===== src/rtl/uart_tx_pkg.sv =====
package uart_tx_pkg;

  typedef enum logic [2:0] {
    ST_IDLE,
    ST_START,
    ST_DATA,
    ST_PAR,
    ST_STOP
  } tx_state_e;

  typedef struct packed {
    logic [1:0] wlen;      // 0..3 -> 5..8 data bits
    logic       par_en;
    logic       par_even;
    logic       two_stop;
  } frame_cfg_t;

endpackage


===== src/rtl/uart_tx_fifo.sv =====
module uart_tx_fifo #(
  parameter int DATA_W = 8,
  parameter int DEPTH  = 64
) (
  input  logic              clk_i,
  input  logic              rst_ni,
  input  logic              clr_i,
  input  logic              push_i,
  input  logic [DATA_W-1:0] push_data_i,
  input  logic              pop_i,
  output logic [DATA_W-1:0] pop_data_o,
  output logic              empty_o,
  output logic              full_o
);

  localparam int AW = (DEPTH > 1) ? $clog2(DEPTH) : 1;
  localparam int CW = $clog2(DEPTH + 1);

  logic [DATA_W-1:0] mem_q [DEPTH];
  logic [AW-1:0]     wr_ptr_q, rd_ptr_q;
  logic [CW-1:0]     cnt_q;
  logic              do_push, do_pop;

  function automatic logic [AW-1:0] ptr_inc(input logic [AW-1:0] p);
    return (p == AW'(DEPTH - 1)) ? '0 : p + AW'(1);
  endfunction

  assign empty_o    = (cnt_q == '0);
  assign full_o     = (cnt_q == CW'(DEPTH));
  assign do_push    = push_i && !full_o && !clr_i;
  assign do_pop     = pop_i && !empty_o && !clr_i;
  assign pop_data_o = mem_q[rd_ptr_q];

  always_ff @(posedge clk_i) begin
    if (do_push) mem_q[wr_ptr_q] <= push_data_i;
  end

  always_ff @(posedge clk_i or negedge rst_ni) begin
    if (!rst_ni) begin
      wr_ptr_q <= '0;
      rd_ptr_q <= '0;
      cnt_q    <= '0;
    end else if (clr_i) begin
      wr_ptr_q <= '0;
      rd_ptr_q <= '0;
      cnt_q    <= '0;
    end else begin
      if (do_push) wr_ptr_q <= ptr_inc(wr_ptr_q);
      if (do_pop)  rd_ptr_q <= ptr_inc(rd_ptr_q);
      case ({do_push, do_pop})
        2'b10:   cnt_q <= cnt_q + CW'(1);
        2'b01:   cnt_q <= cnt_q - CW'(1);
        default: cnt_q <= cnt_q;
      endcase
    end
  end

endmodule


===== src/rtl/uart_tx_bit_timer.sv =====
module uart_tx_bit_timer #(
  parameter int OVS = 16
) (
  input  logic clk_i,
  input  logic rst_ni,
  input  logic restart_i,
  input  logic tick_i,
  output logic bit_done_o
);

  localparam int CW = (OVS > 1) ? $clog2(OVS) : 1;

  logic [CW-1:0] cnt_q;

  assign bit_done_o = tick_i && (cnt_q == CW'(OVS - 1));

  always_ff @(posedge clk_i or negedge rst_ni) begin
    if (!rst_ni)         cnt_q <= '0;
    else if (restart_i)  cnt_q <= '0;
    else if (bit_done_o) cnt_q <= '0;
    else if (tick_i)     cnt_q <= cnt_q + CW'(1);
  end

endmodule


===== src/rtl/uart_tx_shifter.sv =====
module uart_tx_shifter
  import uart_tx_pkg::*;
#(
  parameter int DATA_W = 8
) (
  input  logic              clk_i,
  input  logic              rst_ni,
  input  logic              fifo_empty_i,
  input  logic [DATA_W-1:0] fifo_data_i,
  input  frame_cfg_t        cfg_i,
  input  logic              bit_done_i,
  output logic              pop_o,
  output logic              line_o,
  output logic              busy_o
);

  tx_state_e         state_q;
  frame_cfg_t        cfg_q;
  logic [DATA_W-1:0] sr_q;
  logic [2:0]        idx_q;
  logic              par_q;
  logic              stop2_q;
  logic [2:0]        last_idx;

  assign last_idx = 3'd4 + {1'b0, cfg_q.wlen};
  assign pop_o    = (state_q == ST_IDLE) && !fifo_empty_i;
  assign busy_o   = (state_q != ST_IDLE);

  always_comb begin
    case (state_q)
      ST_START: line_o = 1'b0;
      ST_DATA:  line_o = sr_q[0];
      ST_PAR:   line_o = cfg_q.par_even ? par_q : ~par_q;
      default:  line_o = 1'b1;
    endcase
  end

  always_ff @(posedge clk_i or negedge rst_ni) begin
    if (!rst_ni) begin
      state_q <= ST_IDLE;
      cfg_q   <= '0;
      sr_q    <= '0;
      idx_q   <= '0;
      par_q   <= 1'b0;
      stop2_q <= 1'b0;
    end else begin
      case (state_q)
        ST_IDLE: if (pop_o) begin
          sr_q    <= fifo_data_i;
          cfg_q   <= cfg_i;       // settings frozen per frame
          par_q   <= 1'b0;
          state_q <= ST_START;
        end
        ST_START: if (bit_done_i) begin
          idx_q   <= '0;
          state_q <= ST_DATA;
        end
        ST_DATA: if (bit_done_i) begin
          par_q <= par_q ^ sr_q[0];
          sr_q  <= sr_q >> 1;
          if (idx_q == last_idx) begin
            stop2_q <= 1'b0;
            state_q <= cfg_q.par_en ? ST_PAR : ST_STOP;
          end else begin
            idx_q <= idx_q + 3'd1;
          end
        end
        ST_PAR: if (bit_done_i) begin
          stop2_q <= 1'b0;
          state_q <= ST_STOP;
        end
        ST_STOP: if (bit_done_i) begin
          if (cfg_q.two_stop && !stop2_q) stop2_q <= 1'b1;
          else                            state_q <= ST_IDLE;
        end
        default: state_q <= ST_IDLE;
      endcase
    end
  end

endmodule


===== src/rtl/uart_tx_core.sv =====
module uart_tx_core
  import uart_tx_pkg::*;
#(
  parameter int DEPTH = 64,
  parameter int OVS   = 16
) (
  input  logic       clk_i,
  input  logic       rst_ni,
  input  logic       baud_tick_i,
  input  logic       push_i,
  input  logic [7:0] push_data_i,
  input  logic       fifo_clr_i,
  input  logic [1:0] wlen_i,
  input  logic       par_en_i,
  input  logic       par_even_i,
  input  logic       two_stop_i,
  input  logic       brk_i,
  output logic       txd_o,
  output logic       fifo_empty_o,
  output logic       fifo_full_o,
  output logic       tx_idle_o
);

  localparam int DATA_W = 8;

  logic [DATA_W-1:0] fifo_data;
  logic              pop, bit_done, line, busy;
  frame_cfg_t        cfg;
  logic              txd_q;

  assign cfg = '{wlen: wlen_i, par_en: par_en_i, par_even: par_even_i, two_stop: two_stop_i};

  uart_tx_fifo #(.DATA_W(DATA_W), .DEPTH(DEPTH)) i_fifo (
    .clk_i       (clk_i),
    .rst_ni      (rst_ni),
    .clr_i       (fifo_clr_i),
    .push_i      (push_i),
    .push_data_i (push_data_i),
    .pop_i       (pop),
    .pop_data_o  (fifo_data),
    .empty_o     (fifo_empty_o),
    .full_o      (fifo_full_o)
  );

  uart_tx_bit_timer #(.OVS(OVS)) i_timer (
    .clk_i      (clk_i),
    .rst_ni     (rst_ni),
    .restart_i  (pop),
    .tick_i     (baud_tick_i),
    .bit_done_o (bit_done)
  );

  uart_tx_shifter #(.DATA_W(DATA_W)) i_shift (
    .clk_i        (clk_i),
    .rst_ni       (rst_ni),
    .fifo_empty_i (fifo_empty_o),
    .fifo_data_i  (fifo_data),
    .cfg_i        (cfg),
    .bit_done_i   (bit_done),
    .pop_o        (pop),
    .line_o       (line),
    .busy_o       (busy)
  );

  // registered output, break overrides frame
  always_ff @(posedge clk_i or negedge rst_ni) begin
    if (!rst_ni) txd_q <= 1'b1;
    else         txd_q <= brk_i ? 1'b0 : line;
  end

  assign txd_o     = txd_q;
  assign tx_idle_o = fifo_empty_o && !busy;

endmodule


===== config.mk =====
export PLATFORM = sky130hd
export DESIGN_NAME = uart_tx_core
export DESIGN_NICKNAME = d
export VERILOG_FILES = /design/src/rtl/uart_tx_pkg.sv /design/src/rtl/uart_tx_fifo.sv /design/src/rtl/uart_tx_bit_timer.sv /design/src/rtl/uart_tx_shifter.sv /design/src/rtl/uart_tx_core.sv
export SDC_FILE = /design/constraint.sdc
export NUM_CORES = 1
export LEC_CHECK = 0
export ABC_AREA = 1
export BUFFER_PORTS_ARGS = -buffer_cell sky130_fd_sc_hd__buf_2
export CELL_PAD_IN_SITES_DETAIL_PLACEMENT = 0
export CELL_PAD_IN_SITES_GLOBAL_PLACEMENT = 1
export CORE_ASPECT_RATIO = 2
export CORE_MARGIN = 2
export CORE_UTILIZATION = 30
export DETAILED_ROUTE_END_ITERATION = 10
export GPL_TIMING_DRIVEN = 0
export PLACE_DENSITY = 0.59
export SLEW_MARGIN = 20
export SYNTH_ARGS = -nofsm -noshare
export SYNTH_HDL_FRONTEND = slang
export SYNTH_SLANG_ARGS = --single-unit

===== constraint.sdc =====
create_clock -name clk_i -period 4.2 [get_ports clk_i]
set_input_delay 0.63 -clock clk_i [delete_from_list [all_inputs] [get_ports clk_i]]
set_output_delay 0.63 -clock clk_i [all_outputs]
set_load 0.01 [all_outputs]

## Word-level counts from Yosys, hierarchy flattened

Memories as Yosys holds them, arrays and structs flattened.
Index checks and enable logic that the tools add are counted.

- Mux-type cells: 41
- Equal/unequal tests: 20
- $add $sub $neg: 7
- Reductions and logical operators: 28
- Bitwise operators: 2

Operators by type and width:

| cell | count |
|---|---|
| two-way mux 6 bit | 6 |
| two-way mux 3 bit | 11 |
| two-way mux 8 bit | 2 |
| one-hot mux 8 bit (2 select lines) | 1 |
| one-hot mux 3 bit (5 select lines) | 1 |
| inequality test 2 bit (second input constant) | 7 |
| one-hot mux 7 bit (2 select lines) | 1 |
| adder 6 x 1 -> 6 bit (second input constant) | 2 |
| equality test 6 bit (second input constant) | 2 |
| two-way mux 4 bit | 3 |
| nonzero test 3 bit | 4 |
| two-way mux 1 bit | 11 |
| logical AND 1 bit | 8 |
| nonzero test 2 bit | 4 |
| adder 7 x 1 -> 7 bit (second input constant) | 1 |
| equality test 7 bit (second input constant) | 1 |
| zero test 7 bit | 1 |
| two-way mux 7 bit | 1 |
| AND reduction 7 bit | 1 |
| subtractor 7 x 1 -> 7 bit (second input constant) | 1 |
| equality test 3 x 2 -> 1 bit (second input constant) | 2 |
| one-hot mux 1 bit (3 select lines) | 2 |
| one-hot mux 3 bit (2 select lines) | 1 |
| AND reduction 6 bit | 1 |
| other kinds (18) | 23 |

- Memories kept: 1
- Memory bits (writable): 512
- Word-level logic and storage cells: 113
- Bits of input ports: 19
- Register bits: 45
- Output and inout port bits: 4

Memory list:

| name | words | width | read ports | clocked after memory_dff | wr ports | RTL line | source |
|---|---|---|---|---|---|---|---|
| i_fifo.mem_q | 64 | 8 | 1 | 0 | 1 | uart_tx_fifo.sv:19 | `logic [DATA_W-1:0] mem_q [DEPTH];` |

## Depth between registers and ports, before layout

Gate-level depths: netlist of the first run.

- Depth in word-level cells: 8
- Depth in mapped cells: 18

## By module

From an unflattened synthesis of the first run, not the netlist that was laid out.

- Cells, all modules: 2,063
- Area, all modules: 23,587.6 µm²

Modules (own cells, without submodules):

| module | cells each | sequential area each (µm²) | instances | area each (µm²) |
|---|---|---|---|---|
| uart_tx_fifo | 1,869 | 15,850.2 | 1 | 22,097.4 |
| uart_tx_shifter | 159 | 525.5 | 1 | 1,212.4 |
| uart_tx_bit_timer | 30 | 100.1 | 1 | 231.5 |
| uart_tx_core | 5 | 26.3 | 1 | 46.3 |

## Worst setup path before layout of the first run

No wires, ideal clock.

- Path kind: reg-to-reg
- Start: reg i_fifo.cnt_q[0]
- End: reg i_fifo.cnt_q[6]
- Slack: 1.762 ns
- Path buffers: 0
- Setup time: 0.117 ns
- Period minus slack after synthesis: 2.438 ns
- Stages on the path, launching flop included: 18
- Data arrival time: 2.321 ns
- Path through: dfrtp_1 inv_1 nand4_1 nor2_2 nor2_4 nand2_1 inv_2 nand2_1 inv_1 fa_1 a21oi_1 o21ai_0 nand2_1 nand2_1 a21oi_1 nand3_1 nand3_1 nand2_1

- Cells in the longest elaborated chain, start to end: 8
- Elaborated cells on any way between the ends: 16

RTL lines:

| what | RTL line | source |
|---|---|---|
| from (decl) | uart_tx_fifo.sv:21 | `logic [CW-1:0] cnt_q;` |
| from (signal assigned) | uart_tx_fifo.sv:51 | `2'b10: cnt_q <= cnt_q + CW'(1);` |
| from (signal assigned) | uart_tx_fifo.sv:52 | `2'b01: cnt_q <= cnt_q - CW'(1);` |
| from (signal assigned) | uart_tx_fifo.sv:53 | `default: cnt_q <= cnt_q;` |
| zero test 7 bit (*) | uart_tx_fifo.sv:28 | `assign empty_o = (cnt_q == '0);` |
| named net fifo_empty_o | uart_tx_core.sv:19 | `output logic fifo_empty_o,` |
| zero test 1 bit (*) | uart_tx_fifo.sv:31, uart_tx_shifter.sv:26 |  |
| logical AND 1 bit | uart_tx_shifter.sv:26 | `assign pop_o = (state_q == ST_IDLE) && !fifo_empty_i;` |
| logical AND 1 bit (*) (2 in a row) | uart_tx_fifo.sv:31 | `assign do_pop = pop_i && !empty_o && !clr_i;` |
| equality test 2 x 1 -> 1 bit / equality test 2 bit (equally long branches) | uart_tx_fifo.sv:50 | `case ({do_push, do_pop})` |
| one-hot mux 7 bit (2 select lines) | uart_tx_fifo.sv:50 |  |
| two-way mux 7 bit | uart_tx_fifo.sv:43 | `end else if (clr_i) begin` |

The timed path passes the listed nets; every way through them passes the cells marked *.
A chain may end at the register's enable or synchronous reset.

## Worst setup path after layout of the first run

- Start: reg i_fifo.cnt_q[0]
- End: mem i_fifo.mem_q[56][2] (enable)

- Cells in the longest elaborated chain, start to end: 6

RTL lines:

| what | RTL line | source |
|---|---|---|
| equality test 7 bit | uart_tx_fifo.sv:29 | `assign full_o = (cnt_q == CW'(DEPTH));` |
| zero test 1 bit | uart_tx_fifo.sv:30 | `assign do_push = push_i && !full_o && !clr_i;` |
| logical AND 1 bit (2 in a row) | uart_tx_fifo.sv:30 |  |
| two-way mux 1 bit | uart_tx_fifo.sv:35 | `if (do_push) mem_q[wr_ptr_q] <= push_data_i;` |
| two-way mux 1 bit (implied by the code) | uart_tx_fifo.sv:35 |  |
| to (decl) | uart_tx_fifo.sv:19 |  |

No other way between the ends.

==> results of run 1 <==
## worst reg2reg max path: stages, from the launching register on
cell	delay (ns)
dfrtp_1	0.45
inv_1	0.06
nand4_1	0.17
inv_1	0.07
nand3_1	0.16
nand3_1	0.20
inv_1	0.12
buf_4	0.17
nand4_1	0.75
nor2_1	1.21
## synth_stat cells
cell type / instances / area share
nand2_1: 833 / 0.13
edfxtp_1: 512 / 0.66
nand3_1: 319 / 0.069
nor2_1: 104 / 0.017
buf_2: 69 / 0.015
a21oi_1: 67 / 0.014
dfrtp_1: 44 / 0.047
inv_1: 43 / 0.0069
o21ai_0: 23 / 0.0049
clkbuf_1: 17 / 0.0027
buf_4: 14 / 0.0045
ha_1: 9 / 0.0048
o22ai_1: 9 / 0.0024
nand4_1: 8 / 0.0021
inv_2: 5 / 0.00081
nor3_1: 5 / 0.0011
buf_1: 4 / 0.00064
xnor2_1: 4 / 0.0015
xor2_1: 4 / 0.0015
buf_6: 3 / 0.0015
nand2_2: 3 / 0.00081
nor2_2: 3 / 0.00081
nor2_4: 2 / 0.00097
o21ai_1: 2 / 0.00043
a211oi_1: 1 / 0.00032
a21oi_2: 1 / 0.00038
a221oi_1: 1 / 0.00038
clkinv_1: 1 / 0.00016
clkinv_2: 1 / 0.00021
dfstp_2: 1 / 0.0011
fa_1: 1 / 0.00086
inv_4: 1 / 0.00027
mux2i_1: 1 / 0.00043
nor3b_1: 1 / 0.00032
o2111ai_1: 1 / 0.00038
## worst paths after layout
path                            slack, ns  cells after the start                  end
worst max-delay path                 0.44                      9  i_fifo.mem_q[56][2]
worst min-delay path                 0.05                      1   i_shift.state_q[2]
worst max register to register       0.44                      9  i_fifo.mem_q[56][2]
worst min register to register       0.48                      2      i_shift.sr_q[6]
max in group asynchronous            3.68                      1      i_fifo.cnt_q[1]
min in group clk_i                   0.14                      2                txd_o
## cells by family after synthesis
kind of cell / count (synthesis) / share of synthesized area
AO/OA/AOI/OAI: 105 / 0.02365
XOR/XNOR: 8 / 0.003009
adder cells (fa/ha/maj): 10 / 0.005697
buffers and inverters: 158 / 0.03257
flip-flops: 557 / 0.7089
multiplexers: 1 / 0.0004300
AND/OR/NAND/NOR: 1278 / 0.2258
## power breakdown
group          switching [µW]  leakage [µW]  internal [µW]
Sequential                107       0.00517           6210
Combinational            2630       0.00391            869
Clock                    2090      0.000797           2620
## registers in the layout, summed over array words and instances (netlist names)
register,flops
i_shift.state_q,3
i_fifo.cnt_q,7
i_shift.stop2_q,1
txd_o,1
i_shift.cfg_q,5
i_fifo.wr_ptr_q,6
i_fifo.mem_q,512
i_timer.cnt_q,4
i_shift.par_q,1
i_shift.sr_q,8
i_shift.idx_q,3
i_fifo.rd_ptr_q,6
## layout make-up
cell class | instances | share of cell area
repair buffers | 26 | 0.009186
clock inverters | 27 | 0.01061
flip-flops and latches | 557 | 0.6245
multi-input cells | 1402 | 0.2278
well taps | 1022 | 0.04839
plain buffers | 107 | 0.02131
inverters | 51 | 0.007387
clock buffers | 63 | 0.05076
## layer usage
| metal | routed length [µm] | vias up | GRT usage |
|---|---|---|---|
| met2 | 44790 | 442 | 0.3952 |
| met3 | 2575 | 189 | 0.01694 |
| met4 | 5819 | 0 | 0.1317 |
| li1 | - | 7413 | - |
| met1 | 27130 | 7758 | 0.1951 |
| met5 | 0 | - | 0 |
## through the flow
step | power (µW) | setup WS [ns] | instances | hold slack (ns) | cell area [µm²]
2_1_floorplan | 8389 | 1.762 | 2117 | 0.3344 | 23280
3_3_place_gp | 9919 | 0.3399 | 3161 | 0.4648 | 24670
3_5_place_dp | 9972 | 0.2725 | 3165 | 0.4649 | 24800
4_1_cts | 14630 | 0.4363 | 3255 | 0.04742 | 26420
5_1_grt | 15100 | 0.3845 | 3255 | 0.08838 | 26420
6_report | 14530 | 0.4363 | 3255 | 0.04860 | 26420
==> key figures, run 1 <==
Worst setup path
  • Arr. time, crit path: 3.97 ns
  • Critical path peak fanout: 10
  • Critical-path cell list: inv_1, nand4_1, inv_1, nand3_1, nand3_1, inv_1, buf_4, nand4_1, nor2_1
  • Slowest CP cell: nor2_1
  • Worst r2r src: i_fifo.cnt_q[0]
  • Largest stage delay on the critical path: 1.20 ns
  • CP required: 4.40 ns
  • Setup CP Type: reg2reg
  • Crit end category: flop
  • Crit path max-delay family: simple AND/OR/NAND/NOR gates
  • Startpoint Class: flop
  • Most common cell on crit path: inv_1
  • Worst Setup SP: i_fifo.cnt_q[0]
  • Crit path buf inv count: 4

Logic synthesis
  • Syn Inst Count: 2117
  • Mapped Area: 23280 µm²
  • Syn Area/Cell: 11.00 µm²
  • Yosys warns: 0
  • Syn nets: 2146
  • Count of different cell masters after synthesis: 35
  • Sequential fraction of the synthesis area: 0.7089
  • Register bit count reported by yosys: 557

Clock network
  • CTS clk-pin slew, worst paths: 0.07 ns
  • Post-CTS Hold Buffers: 0
  • Htree depth: 2
  • Clock Sinks: 557
  • # resized after CTS: 0
  • Max Buffers Root-to-Sink: 3
  • Clk_lat worst skew: 0.60 ns
  • Number of setup buffers added after CTS: 0
  • CTS tree: built
  • CTS Root Cell: clkbuf_16
  • CTS Buf Count: 49

Detailed routing
  • Overall routed net length: 80310 µm
  • Via density: 4.855
  • Pre-Repair DR Iteration Count: 5
  • DRT iter0 DRCs: 1061
  • Avg WL per Cell: 24.67 µm
  • Remaining DRCs: 0
  • Via count: 15802
  • ANT nets after route: 0

Global routing
  • Initial antenna violation count: 0
  • First-pass GRT wire length: 113200 µm
  • Pin count of the biggest net entering global routing: 65
  • Total track usage: 0.1997
  • Vias in the first global route: 15811
  • Grt ovf: 0

Finish
  • Antenna Diode Count: 0
  • Layout area overhead: 13.50%
  • Fraction of layout cells with a size suffix above 1: 0.08957
  • Core Util, Final: 0.3434
  • Most common cell after layout, fill and taps aside: nand2_1
  • FILL cells: 7701
  • Multi-input gate area: 6020 µm²
  • Final #Nets: 2223
  • Seq. cell area: 16500 µm²
  • Most frequent cells in the layout: nand2_1, edfxtp_1, nand3_1

Floorplan
  • Die Ht: 398.0 µm
  • Rows: 144
  • Chip width: 201.0 µm
  • I/O Pins: 23
  • Initial Utilization: 0.3026
  • Area of the core: 76930 µm²
  • Die area: 79980 µm²

Job
  • Max Cap Viol: 0

STA
  • Final Setup Violations: 0
  • Crit share post-route: 0.8961
  • Endpoints failing hold: 0
  • Final Max Tran Viols: 0
  • Tightest Pin Transition: 1.140 ns
  • RSZ-0062 raised after global routing: false
  • Fin crit period: 3.764 ns
  • Clock Skew: 0.02080 ns
  • Fmax: 0.2657 GHz
  • Max_slew headroom: 0.2370
  • Final setup TNS: 0 ns

Power
  • Peak supply drop: 0.3875 mV
  • Pleak: 0.009877 µW
  • Pwr Density: 549.7 nW/µm²

Min path
  • HP Class: in2async

Placement
  • I/O Buffers: 22
  • Routability cong.: 0.9609
  • DP Wirelength: 59350 µm

Status
  • Status: finished clean
No activity file was read; power rests on OpenSTA's default activity.
==> inputs of run 2 (changes only) <==
- ABC_AREA: 1 -> 0
- PLACE_DENSITY: 0.59 -> 0.56
==> run 2 against run 1 <==
Utilization down 0.11 points. Register-to-register slack worse by 0.02 ns. Area after synthesis is 2.6% lower.
==> key figures, run 2 <==
Status
  • Status: finished clean

Worst setup path
  • Slowest CP cell: nor2_1
  • Critical-path cell list: nor2_1, a31oi_2, nand4_1, nor2_1
  • Crit path buf inv count: 0
  • Critical path peak fanout: 10
  • Largest stage delay on the critical path: 1.17 ns
  • Setup CP Type: reg2reg
  • Crit end category: flop
  • Startpoint Class: flop
  • Arr. time, crit path: 3.99 ns
  • Crit path max-delay family: simple AND/OR/NAND/NOR gates
  • Most common cell on crit path: nor2_1
  • CP required: 4.40 ns

Power
  • Pwr Density: 557.2 nW/µm²
  • Pleak: 0.007957 µW
  • Total power: 14270 µW
  • Peak supply drop: 0.2604 mV

STA
  • Final Setup Violations: 0
  • Final Max Tran Viols: 0
  • Fmax: 0.2640 GHz
  • Tightest Pin Transition: 1.166 ns
  • Final setup TNS: 0 ns
  • Crit share post-route: 0.9020
  • Fin crit period: 3.789 ns
  • RSZ-0062 raised after global routing: false
  • Endpoints failing hold: 0
  • Clock Skew: 0.01849 ns
  • Max_slew headroom: 0.2198

Global routing
  • Grt ovf: 0
  • Pin count of the biggest net entering global routing: 65
  • Vias in the first global route: 12580
  • Total track usage: 0.1680
  • Initial antenna violation count: 1
  • First-pass GRT wire length: 91100 µm

Logic synthesis
  • Syn nets: 1303
  • Syn Inst Count: 1274
  • Top cells by area, synth: edfxtp_1, mux4_2, dfrtp_1
  • Yosys warns: 0
  • Top FF cell, synth: edfxtp_1
  • Sequential fraction of the synthesis area: 0.7279
  • Post-synth top area cell: edfxtp_1
  • Synth cell count leaders: edfxtp_1, nor2_1, mux4_2
  • Synth async-reset ratio: 0.08079
  • Mapped Area: 22670 µm²
  • Count of different cell masters after synthesis: 71
  • Synth top area share: 0.6781
  • Post-synth EDFFs: 512
  • Most common cell in the netlist: edfxtp_1
  • Syn Area/Cell: 17.80 µm²
  • Register bit count reported by yosys: 557

Detailed routing
  • Remaining DRCs: 0
  • Via count: 11863
  • Via density: 4.959
  • ANT nets after route: 0
  • Avg WL per Cell: 26.93 µm
  • DRT iter0 DRCs: 760
  • Overall routed net length: 64410 µm
  • Pre-Repair DR Iteration Count: 5

Placement
  • I/O Buffers: 21
  • Routability cong.: 0.8739
  • Placed cells: 2304
  • DP Wirelength: 45420 µm

Clock network
  • Htree depth: 2
  • Clock Sinks: 557
  • Max Buffers Root-to-Sink: 3
  • Post-CTS Hold Buffers: 0
  • CTS tree: built
  • CTS Buf Count: 47
  • Clk_lat worst skew: 0.59 ns
  • Number of setup buffers added after CTS: 0
  • CTS clk-pin slew, worst paths: 0.07 ns
  • CTS Root Cell: clkbuf_16
  • # resized after CTS: 0

Finish
  • Most common cell after layout, fill and taps aside: edfxtp_1
  • Final #Nets: 1374
  • Fin cells: 2392
  • Largest regs: i_fifo.mem_q: 512 flops, i_shift.sr_q: 8 flops, i_fifo.cnt_q: 7 flops
  • Most frequent cells in the layout: edfxtp_1, nor2_1, mux4_2
  • Biggest register: i_fifo.mem_q
  • Fraction of layout cells with a size suffix above 1: 0.1938
  • Core Util, Final: 0.3423
  • Layout area overhead: 12.94%
  • Max reg flops: 512

Min path
  • HP Class: in2async

Floorplan
  • Chip width: 198.4 µm
  • Die Ht: 392.8 µm
  • Rows: 142
  • Die area: 77920 µm²
  • Initial Utilization: 0.3031
  • Area of the core: 74800 µm²
  • I/O Pins: 23

Job
  • Max Cap Viol: 0
run 2: cell types whose count changed after synthesis, moves of 38 or more:
cell and delta:
mux4_2 +92, buf_2 -46, nand2_1 -767, a21oi_1 -48, nand3_1 -296, mux2i_1 +75
inv_1 -38
run 2: worst reg2reg max path: cells and delay by family, from the launching register on:
family | cells | cell delay, ns
AOI/OAI and AO/OA | 1 | 0.53
DFF | 1 | 0.60
and+or+nand+nor | 3 | 2.28
run 2: metrics by stage:
stage               cell area (µm²)  hold WS, ns  setup WS, ns
global placement              24040       0.4849        0.4376
global route                  25600       0.1108        0.3403
detailed placement            24070       0.4862        0.4105
finish                        25600      0.07604        0.4114
floorplan                     22670       0.3344         1.179
CTS                           25590      0.08235        0.3835
run 2: worst paths after layout:
check                                      end  slack [ns]  cells after the start             start
max in group asynchronous     i_timer.cnt_q[0]        3.65                      1            rst_ni
max                        i_fifo.mem_q[59][0]        0.41                      4   i_fifo.cnt_q[0]
min                            i_fifo.cnt_q[2]        0.08                      1            rst_ni
min in group clk_i                       txd_o        0.16                      2             brk_i
min reg2reg                   i_shift.cfg_q[4]        0.51                      2  i_shift.cfg_q[4]
max reg2reg                i_fifo.mem_q[59][0]        0.41                      4   i_fifo.cnt_q[0]
run 2: logic make-up (layout without fill, tap and decap cells):
| group | after synthesis | count (layout) | share of synthesized area |
|---|---|---|---|
| fa+ha+maj | 10 | 10 | 0.005850 |
| xor+xnor | 14 | 14 | 0.005408 |
| mux | 195 | 195 | 0.1384 |
| other cells | 0 | 1 | 0 |
| buf+inv | 77 | 186 | 0.01981 |
| compound gates | 134 | 134 | 0.04222 |
| flops | 557 | 557 | 0.7279 |
| simple gates | 287 | 287 | 0.06049 |
run 2: final cells by class:
type / instances / area, µm²
Clock buffer: 58 / 1270
Sequential cell: 557 / 16500
Inverter: 5 / 18.77
Clock inverter: 29 / 259.0
Antenna cell: 1 / 2.502
Tap cell: 1008 / 1261
Multi-Input combinational cell: 640 / 5725
Timing Repair Buffer: 22 / 135.1
Buffer: 72 / 430.4
Fill cell: 7090 / 49190
run 2: report_power, final:
part	internal, µW	switching [µW]
sequential	6200	131
combinational	1430	2060
clock	2410	2040
run 2: per-layer routing:
metal  GRT usage  vias up  part of all wire
met5           0        -                 0
met4     0.09733        0             0.060
met3     0.01869      127             0.033
met2      0.3442      289              0.59
met1      0.1541     6238              0.32
li1            -     5209                 -
==> inputs of run 3 (changes only) <==
- CTS_BUF_LIST: unset -> sky130_fd_sc_hd__clkbuf_2 sky130_fd_sc_hd__clkbuf_4 sky130_fd_sc_hd__clkbuf_8
- SETUP_SLACK_MARGIN: unset -> 0.05
==> run 3 against run 2 <==
Critical path type unchanged. Worst hold slack worse by 0.0077 ns. Die area unchanged. Largest cell class unchanged. Critical endpoint unchanged. Largest power group unchanged. Final cell count up 2.3%.
==> key figures, run 3 (synthesized netlist as in run 2, its figures left out) <==
Finish
  • Final #Nets: 1405
  • Layout area overhead: 13.24%
  • Biggest register: i_fifo.mem_q
  • Fraction of layout cells with a size suffix above 1: 0.2249
  • Most common cell after layout, fill and taps aside: edfxtp_1
  • Largest regs: i_fifo.mem_q: 512 flops, i_shift.sr_q: 8 flops, i_fifo.cnt_q: 7 flops
  • Max reg flops: 512
  • Most frequent cells in the layout: edfxtp_1, nor2_1, mux4_2

Worst setup path
  • Crit path max-delay family: simple AND/OR/NAND/NOR gates
  • Critical path peak fanout: 10
  • Cells on worst reg2reg path: 4
  • Capturing point of the worst reg2reg path: i_fifo.mem_q[59][0]
  • Worst Setup SP: i_fifo.cnt_q[1]
  • Arr. time, crit path: 4.18 ns
  • Startpoint Class: flop
  • Crit path buf inv count: 0
  • R2r setup slk: 0.32 ns
  • Crit end category: flop
  • Critical-path cell list: nor2_1, a31oi_2, nand4_1, nor2_1
  • CP required: 4.50 ns
  • Worst r2r src: i_fifo.cnt_q[1]
  • Setup CP Type: reg2reg
  • Worst path depth: 4
  • Crit path to: i_fifo.mem_q[59][0]
  • Largest stage delay on the critical path: 1.20 ns
  • Most common cell on crit path: nor2_1
  • Slowest CP cell: nor2_1

Clock network
  • Max Buffers Root-to-Sink: 3
  • Clock Sinks: 557
  • Number of setup buffers added after CTS: 0
  • Clk_lat worst skew: 0.70 ns
  • CTS Buf Count: 77
  • CTS clk-pin slew, worst paths: 0.07 ns
  • CTS tree: built
  • Htree depth: 3
  • CTS Root Cell: clkbuf_8

STA
  • Final Max Tran Viols: 0
  • Final Setup Violations: 0
  • Max_slew headroom: 0.2411
  • Clock Skew: 0.02705 ns
  • RSZ-0062 raised after global routing: false
  • Fin crit period: 3.875 ns
  • Final setup TNS: 0 ns
  • Endpoints failing hold: 0
  • Final setup margin: 0.3250 ns
  • Fmax: 0.2581 GHz
  • Tightest Pin Transition: 1.134 ns
  • Crit share post-route: 0.9226

Placement
  • Setup slack at placement: 0.4105 ns
  • Routability cong.: 0.8739
  • I/O Buffers: 21
  • DP Wirelength: 45420 µm

Global routing
  • Vias in the first global route: 12780
  • Initial antenna violation count: 2
  • Pin count of the biggest net entering global routing: 65
  • Total track usage: 0.1713
  • Grt ovf: 0
  • First-pass GRT wire length: 92100 µm

Floorplan
  • Rows: 142
  • Die Ht: 392.8 µm
  • I/O Pins: 23
  • Die area: 77920 µm²
  • Initial Utilization: 0.3031
  • Area of the core: 74800 µm²
  • Chip width: 198.4 µm

Status
  • Status: finished clean

Power
  • Pleak: 0.008065 µW
  • Peak supply drop: 0.1953 mV
  • Pwr Density: 554.2 nW/µm²

Detailed routing
  • ANT nets after route: 0
  • Via count: 12036
  • Avg WL per Cell: 26.67 µm
  • Remaining DRCs: 0
  • DRT iter0 DRCs: 720
  • Via density: 4.921
  • Pre-Repair DR Iteration Count: 7
  • Overall routed net length: 65230 µm

Min path
  • HP Class: in2reg
  • Worst Hold Launch: brk_i
  • Min-Delay Path Depth: 2

Job
  • Max Cap Viol: 0
[run 3: changes by cell type in the layout (fill, tap and decap cells not counted), moves of 3 or more]
cell	change
clkinvlp_4	-3
clkbuf_1	-8
clkbuf_8	+81
clkbuf_16	-49
clkinv_1	+5
clkinv_2	+6
clkbuf_4	+22
[run 3: metal layers]
metal / GRT usage / part of all wire / vias up
met5: 0 / 0 / -
met4: 0.09050 / 0.051 / 0
met3: 0.02873 / 0.038 / 104
met2: 0.3511 / 0.60 / 333
met1: 0.1542 / 0.31 / 6307
li1: - / - / 5292
[run 3: through the flow]
| step | util | instance area (µm²) | total power, µW | instances | hold WS [ns] |
|---|---|---|---|---|---|
| floorplan | - | 22670 | 8735 | 1274 | 0.3344 |
| global placement | 0.3214 | 24040 | 9984 | 2303 | 0.4849 |
| detailed placement | 0.3217 | 24070 | 10030 | 2304 | 0.4862 |
| CTS | 0.3431 | 25660 | 14440 | 2444 | 0.01190 |
| global route | 0.3432 | 25670 | 14790 | 2446 | 0.05073 |
| finish | 0.3432 | 25670 | 14230 | 2446 | 0.06830 |
[run 3: timing repair]
item                                   4_1_cts  5_1_grt
hold buffers                                 1        0
resized for setup                            0        0
endpoints found under the hold margin       44        0
[run 3: worst reg2reg max path: stages (launching register included)]
cell,delay [ns]
dfrtp_1,0.59
nor2_1,0.15
a31oi_2,0.55
nand4_1,1.00
nor2_1,1.20
[run 3: area by class of cell]
type                    count  area (µm²)
plain buffers              72       430.4
diodes                      2       5.005
fillers                  7110       49130
multi-input cells         640        5725
flip-flops and latches    557       16500
inverters                   5       18.77
repair buffers             23       145.1
clock inverters            35       291.5
clock buffers             104        1294
well taps                1008        1261
[run 3: worst min path at each step]
stage	slack [ns]	endpoint
2_1_floorplan	0.33	i_fifo.cnt_q[0]
4_1_cts	0.01	txd_o
3_5_place_dp	0.49	i_shift.sr_q[7]
3_3_place_gp	0.48	i_shift.sr_q[7]
5_1_grt	0.05	txd_o
6_report	0.07	txd_o
[run 3: power by group]
part           switching, µW  internal [µW]
logic                   2070           1430
clock network           2090           2320
registers                130           6200
